`src/rtl/evcfg_pkg.sv`:
```
`timescale 1ns/1ps
package evcfg_pkg;
   localparam int GEN_W     = 7;
   localparam int GEN_LSB   = 0;
   localparam int PATH_LSB  = 8;
   localparam int EDGE_LSB  = 10;
   localparam int STDBY_BIT = 14;
   localparam int OD_BIT    = 15;

   typedef enum logic [1:0] {
      PATH_SYNC   = 2'd0,
      PATH_RESYNC = 2'd1,
      PATH_ASYNC  = 2'd2,
      PATH_RSVD   = 2'd3
   } path_e;

   typedef struct packed {
      logic             ondemand;
      logic             stdby;
      logic [1:0]       edge_mode;
      path_e            path;
      logic [GEN_W-1:0] gen;
   } chcfg_t;

   function automatic logic [31:0] cfg_to_word(input chcfg_t c);
      logic [31:0] w;
      w = '0;
      w[GEN_LSB +: GEN_W] = c.gen;
      w[PATH_LSB +: 2]    = c.path;
      w[EDGE_LSB +: 2]    = c.edge_mode;
      w[STDBY_BIT]        = c.stdby;
      w[OD_BIT]           = c.ondemand;
      return w;
   endfunction

   function automatic chcfg_t word_to_cfg(input logic [31:0] w);
      chcfg_t c;
      c.gen       = w[GEN_LSB +: GEN_W];
      c.path      = path_e'(w[PATH_LSB +: 2]);
      c.edge_mode = w[EDGE_LSB +: 2];
      c.stdby     = w[STDBY_BIT];
      c.ondemand  = w[OD_BIT];
      return c;
   endfunction
endpackage

```
`src/rtl/evcfg_decode.sv`:
```
`timescale 1ns/1ps
module evcfg_decode #(
   parameter int ADDR_W = 8,
   parameter int NUM_CH = 12,
   parameter int BASE   = 32,
   parameter int STRIDE = 8,
   localparam int SHIFT = $clog2(STRIDE),
   localparam int IDX_W = (NUM_CH > 1) ? $clog2(NUM_CH) : 1
) (
   input  logic [ADDR_W-1:0] addr,
   output logic              hit,
   output logic [IDX_W-1:0]  idx
);
   logic [ADDR_W-1:0] off;
   logic              unused_off;

   assign off = addr - ADDR_W'(BASE);
   assign hit = (addr >= ADDR_W'(BASE)) &&
                (off < ADDR_W'(NUM_CH * STRIDE)) &&
                (off[SHIFT-1:0] == '0);
   assign idx = off[SHIFT +: IDX_W];
   assign unused_off = ^off;
endmodule

```
`src/rtl/evcfg_chreg.sv`:
```
`timescale 1ns/1ps
module evcfg_chreg
   import evcfg_pkg::*;
#(
   parameter bit ASYNC_ONLY = 1'b0
) (
   input  logic   clk,
   input  logic   rst_n,
   input  logic   wr_en,
   input  chcfg_t wr_cfg,
   output chcfg_t cfg
);
   generate
      if (ASYNC_ONLY) begin : g_async
         logic [GEN_W-1:0] gen_q;
         logic [1:0]       edge_q;
         logic             unused_fields;

         always_ff @(posedge clk) begin
            if (!rst_n) begin
               gen_q  <= '0;
               edge_q <= '0;
            end else if (wr_en) begin
               gen_q  <= wr_cfg.gen;
               edge_q <= wr_cfg.edge_mode;
            end
         end

         always_comb begin
            cfg.gen       = gen_q;
            cfg.edge_mode = edge_q;
            cfg.path      = PATH_ASYNC;
            cfg.stdby     = 1'b0;
            cfg.ondemand  = 1'b0;
         end
         assign unused_fields = ^{wr_cfg.path, wr_cfg.stdby, wr_cfg.ondemand};
      end else begin : g_full
         chcfg_t q;

         always_ff @(posedge clk) begin
            if (!rst_n) begin
               q.gen       <= '0;
               q.edge_mode <= '0;
               q.path      <= PATH_SYNC;
               q.stdby     <= 1'b0;
               q.ondemand  <= 1'b1;
            end else if (wr_en) begin
               q.gen       <= wr_cfg.gen;
               q.edge_mode <= wr_cfg.edge_mode;
               q.stdby     <= wr_cfg.stdby;
               q.ondemand  <= wr_cfg.ondemand;
               if (wr_cfg.path != PATH_RSVD)
                  q.path <= wr_cfg.path;
            end
         end
         assign cfg = q;
      end
   endgenerate
endmodule

```
`src/rtl/evcfg_bank.sv`:
```
`timescale 1ns/1ps
module evcfg_bank
   import evcfg_pkg::*;
#(
   parameter int ADDR_W  = 8,
   parameter int NUM_CH  = 12,
   parameter int SYNC_CH = 8,
   parameter int BASE    = 32,
   parameter int STRIDE  = 8,
   localparam int IDX_W  = (NUM_CH > 1) ? $clog2(NUM_CH) : 1
) (
   input  logic                      clk,
   input  logic                      rst_n,
   input  logic                      req_valid,
   input  logic                      req_write,
   input  logic [ADDR_W-1:0]         req_addr,
   input  logic [31:0]               req_wdata,
   input  logic                      req_nonsec,
   input  logic [NUM_CH-1:0]         ns_attr,
   output logic [31:0]               rd_data,
   output logic                      access_err,
   output logic [NUM_CH*GEN_W-1:0]   ch_gen,
   output logic [NUM_CH*2-1:0]       ch_path,
   output logic [NUM_CH*2-1:0]       ch_edge,
   output logic [NUM_CH-1:0]         ch_stdby,
   output logic [NUM_CH-1:0]         ch_ondemand
);
   generate
      if (SYNC_CH > NUM_CH) begin : g_bad_sync
         $error("SYNC_CH must not exceed NUM_CH");
      end
      if ((1 << $clog2(STRIDE)) != STRIDE || STRIDE < 4) begin : g_bad_stride
         $error("STRIDE must be a power of two of at least 4");
      end
      if (BASE + NUM_CH * STRIDE > (1 << ADDR_W)) begin : g_bad_span
         $error("register span does not fit in ADDR_W");
      end
   endgenerate

   logic             hit;
   logic [IDX_W-1:0] idx;
   logic             attr_sel;
   logic             allowed;
   logic             wr_ok;
   logic [31:0]      rd_sel;
   chcfg_t           wr_cfg;
   chcfg_t           cfg [NUM_CH];
   logic             unused_wdata;

   evcfg_decode #(
      .ADDR_W (ADDR_W),
      .NUM_CH (NUM_CH),
      .BASE   (BASE),
      .STRIDE (STRIDE)
   ) u_decode (
      .addr (req_addr),
      .hit  (hit),
      .idx  (idx)
   );

   assign wr_cfg       = word_to_cfg(req_wdata);
   assign unused_wdata = ^{req_wdata[31:16], req_wdata[13:12], req_wdata[7]};

   always_comb begin
      attr_sel = 1'b0;
      rd_sel   = '0;
      for (int i = 0; i < NUM_CH; i++) begin
         if (idx == IDX_W'(i)) begin
            attr_sel = ns_attr[i];
            rd_sel   = cfg_to_word(cfg[i]);
         end
      end
   end

   assign allowed = !req_nonsec || attr_sel;
   assign wr_ok   = req_valid && req_write && hit && allowed;

   genvar ch;
   generate
      for (ch = 0; ch < NUM_CH; ch++) begin : g_ch
         evcfg_chreg #(
            .ASYNC_ONLY (ch >= SYNC_CH)
         ) u_reg (
            .clk    (clk),
            .rst_n  (rst_n),
            .wr_en  (wr_ok && (idx == IDX_W'(ch))),
            .wr_cfg (wr_cfg),
            .cfg    (cfg[ch])
         );
         assign ch_gen[ch*GEN_W +: GEN_W] = cfg[ch].gen;
         assign ch_path[ch*2 +: 2]        = cfg[ch].path;
         assign ch_edge[ch*2 +: 2]        = cfg[ch].edge_mode;
         assign ch_stdby[ch]              = cfg[ch].stdby;
         assign ch_ondemand[ch]           = cfg[ch].ondemand;
      end
   endgenerate

   always_ff @(posedge clk) begin
      if (!rst_n) begin
         rd_data    <= '0;
         access_err <= 1'b0;
      end else begin
         rd_data    <= (req_valid && !req_write && hit && allowed) ? rd_sel : '0;
         access_err <= req_valid && hit && !allowed;
      end
   end
endmodule

```
`config.mk`:
```
export PLATFORM = sky130hd
export DESIGN_NAME = evcfg_bank
export DESIGN_NICKNAME = d
export VERILOG_FILES = /design/src/rtl/evcfg_pkg.sv /design/src/rtl/evcfg_decode.sv /design/src/rtl/evcfg_chreg.sv /design/src/rtl/evcfg_bank.sv
export SDC_FILE = /design/constraint.sdc
export NUM_CORES = 1
export LEC_CHECK = 0
export CAP_MARGIN = 30
export CORE_UTILIZATION = 47
export DETAILED_ROUTE_END_ITERATION = 10
export MAX_ROUTING_LAYER = met4
export PLACE_DENSITY = 0.87
export SYNTH_ARGS = -nofsm -noshare
export SYNTH_HDL_FRONTEND = slang
export SYNTH_SLANG_ARGS = --single-unit
```
`constraint.sdc`:
```
create_clock -name clk -period 4.6 [get_ports clk]
set_input_delay 0.46 -clock clk [delete_from_list [all_inputs] [get_ports clk]]
set_output_delay 0.46 -clock clk [all_outputs]
set_load 0.005 [all_outputs]
```
==> flow_metrics.tcl <==
set metrics [dict create \
    syn-instance-count 704 \
    fin_crit_ns 3.50 \
    drive_above_1_share_pct 11.8 \
    start_kind "input pin" \
    r2r-end "rd_data[9]$_SDFF_PN0_" \
    finalWorstSetupSlack_ns 1.10 \
    viasPerCell 5.47 \
    yosysWarnings 0 \
    fillers 1193 \
    crit_path_end_kind "flip-flop" \
    rrSetupSlack_ns 3.19 \
    clk_pin_slew_worst_paths_ns 0.06 \
    outcome "complete, no violations" \
    wl_per_cell_um 19.0 \
    cts_made_buffers 17 \
    route.detailed.drc 0 \
    io_pins 246 \
    drv_slew 0 \
    grt_max_degree 92 \
    clockBufferDepth 2 \
    grt_pass1_wl_mm 31.6 \
    htreeDepth 4 \
    setup_viol 0 \
    synth_seq_area_share_pct 41.9 \
    first_pass_iters 5 \
    gr-total-overflow 0 \
    avgSynthCellArea_sq_um 10.5 \
    synth.distinct_cells 57 \
    cap_violations 0 \
    initial_core_util_pct 48.3 \
    die_h_um 127 \
    path_class "input pin to flip-flop" \
    coreArea_sq_mm 0.0153 \
    post-dp-hpwl_mm 14.5 \
    hold_viol 0 \
    dieArea_sq_mm 0.0162 \
    p_leak_nw 3.90 \
    routed_wl_mm 20.8 \
    ant_nets 0 \
    crit_required_ns 4.87 \
    multiInputGateArea_sq_mm 0.00380 \
    fin_crit_sh_pct 76.1 \
    peakVddDrop_uv 243 \
    final_nets 929 \
    hp-start "g_ch[3].u_reg.cfg[0]$_SDFFE_PN0P_" \
    syn2layout_area_growth_pct 32.7 \
    cp_slowest_cell "nand4b_1" \
    dp.cells 1059 \
    critPathMaxFanout 20 \
    final_cells 1091 \
    max_freq_ghz 0.286 \
    cts_tree "yes" \
    p_per_area_mw_per_mm2 296 \
    maxSlewHeadroom_pct 31.5 \
    whs_endpoint "g_ch[3].u_reg.cfg[0]$_SDFFE_PN0P_" \
    rsz0062_at_grt "no" \
    clockRootBuffer "clkbuf_16" \
    r2r-start "g_ch[7].u_reg.cfg[8]$_SDFFE_PN0P_" \
    min_path_type "flip-flop to flip-flop" \
    insertion_delay_ns 0.42 \
    path_cells "clkdlybuf4s50_1, ha_1, inv_2, o311ai_2, or4b_1, nand4b_1, nand3_1, o21ai_0" \
    pre_cts_ws_ns 0.717 \
    die_w_um 127 \
    tightest_slew_ns 1.03 \
    cp.arrival_ns 3.77 \
    vias 5971 \
    seqCellArea_sq_mm 0.00308 \
    gp_congestion 0.874 \
    min_path_cells 2 \
    drt_iter0_markers 405 \
    rr_worst_depth 3 \
    port_buffers 191 \
    syn_area_sq_mm 0.00736 \
    ctsResizeCount 0 \
    grt_pass1_vias 5577 \
    postCtsSetupBuffers 0 \
    fin_util_pct 64.0 \
    fin_tns_setup_ns 0 \
    clock-sinks 154 \
    antenna_found_initial 0 \
    crit_path_max_incr_delay_ns 0.86 \
    globalRouteTotalUtil_pct 26.8 \
    antenna_cells 0 \
    row_count 45 \
    ys_seq_elements 154 \
    ctsHoldBuffers 0 \
    fin_skew_ns 0.00708 \
]
-- per-stage QoR --
step	cell area [sq um]	hold slack [ns]	power [mW]
after detailed placement	9180	0.462	1.55
after floorplan	7490	0.450	1.50
after global routing	9770	0.501	2.98
after global placement	9180	0.456	1.55
final	9770	0.471	2.89
after CTS	9760	0.475	2.91
-- power breakdown --
group          total, mW  internal (mW)  switching (mW)
Sequential          1.33           1.33        0.000496
Clock               1.37          0.826           0.546
Combinational      0.188         0.0740           0.114
Total               2.89           2.23           0.661
-- area by class of cell --
class | instances | area share [%]
multi-input cells | 483 | 38.9
flip-flops and latches | 154 | 31.6
repair buffers | 203 | 20.6
clock buffers | 21 | 4.71
well taps | 211 | 2.70
clock inverters | 10 | 1.19
inverters | 9 | 0.346
-- layer usage --
| layer | routed length (um) | global-route usage, % | vias to the layer above |
|---|---|---|---|
| li1 | - | - | 2776 |
| met1 | 8480 | 31.1 | 2885 |
| met2 | 10300 | 44.9 | 280 |
| met3 | 1540 | 7.58 | 30 |
| met4 | 463 | 8.89 | 0 |
| met5 | 0 | - | - |
-- critical path, delay by kind of cell --
family	cells	cell delay (ns)
simple gates	3	1.69
fa+ha+maj	1	0.36
buf+inv	2	0.78
compound gates	2	0.47
-- worst max-delay path by stage --
stage,cells past startpoint,slack [ns],endpoint,startpoint
2_1_floorplan,10,2.12,g_ch[7].u_reg.cfg[7]$_SDFFE_PN0P_,req_addr[5]
3_3_place_gp,8,0.83,g_ch[7].u_reg.cfg[12]$_SDFFE_PN1P_,req_addr[5]
3_5_place_dp,7,0.72,g_ch[4].u_reg.cfg[11]$_SDFFE_PN0P_,req_addr[5]
4_1_cts,7,1.13,g_ch[4].u_reg.cfg[5]$_SDFFE_PN0P_,req_addr[5]
5_1_grt,8,0.86,g_ch[4].u_reg.cfg[2]$_SDFFE_PN0P_,req_addr[6]
6_report,8,1.10,g_ch[4].u_reg.cfg[9]$_SDFFE_PN0P_,req_addr[5]
-- kinds of logic (layout without fill, tap and decap cells) --
| group | Yosys count | in the layout | share of synthesized area, % |
|---|---|---|---|
| xor gates and xnor gates | 1 | 1 | 0.119 |
| AOI/OAI and AO/OA | 78 | 78 | 7.63 |
| and+or+nand+nor | 231 | 231 | 17.4 |
| muxes | 134 | 134 | 24.0 |
| DFF | 154 | 154 | 41.9 |
| buffers and inverters | 100 | 243 | 8.16 |
| adders and majority gates | 4 | 4 | 0.680 |
| other | 2 | 35 | 0.102 |
-- layout by cell type (no fill, tap or decap), types with 3 or more instances in the layout --
cell type        netlist  layout
a31oi_1                4       4
nand3_1               34      34
ha_1                   4       4
a22oi_1                3       3
nand4b_1               3       3
clkinv_2               0       3
nand2_1               68      68
a221oi_1               9       9
o21ai_0               35      35
mux2i_1               99      99
or4b_1                 3       3
mux4_2                34      34
inv_1                  8       8
nor2_1                26      26
o211ai_1               4       4
o221a_1                3       3
clkbuf_16              0      17
nor3_1                11      11
clkdlybuf4s50_1        0     188
conb_1                 2      35
nor2b_1               60      60
dfxtp_1              154     154
a21oi_1                4       4
buf_4                 38      11
o221a_2                5       5
nand4_2                3       3
-- state kept, by name, indices dropped and copies added (netlist names) --
signal,count
g_ch.u_reg.g_async.gen_q,28
g_ch.u_reg.cfg,104
access_err,1
g_ch.u_reg.g_async.edge_q,8
rd_data,13
-- synth_stat cells, drive strengths merged --
cell type,number,area share (%)
conb,2,0.10
nor3,11,0.75
nand3b,1,0.10
ha,4,0.68
mux2i,99,13
clkbuf,32,1.6
o221a,8,1.2
or4b,3,0.41
inv,9,0.46
o21ai,35,2.4
nand2,69,3.6
a2111oi,2,0.41
and3,2,0.17
a311oi,1,0.12
nand4b,4,0.56
o311ai,1,0.22
o21bai,1,0.10
mux4,34,10
xnor2,1,0.12
a221oi,9,1.1
o2111ai,1,0.12
nand3,36,2.6
and4b,1,0.19
nand4,5,0.68
nand2b,1,0.085
mux2,1,0.15
nor4b,3,0.65
a21oi,4,0.27
dfxtp,154,42
o311a,1,0.14
a31oi,4,0.34
buf,59,6.1
o211a,2,0.27
a211oi,1,0.10
a22oi,3,0.31
or2b,1,0.12
nor3b,4,0.63
nor2,27,1.4
o211ai,4,0.41
and2,1,0.085
a2111o,1,0.15
nor2b,62,5.4
(Power assumes the default switching activity.)
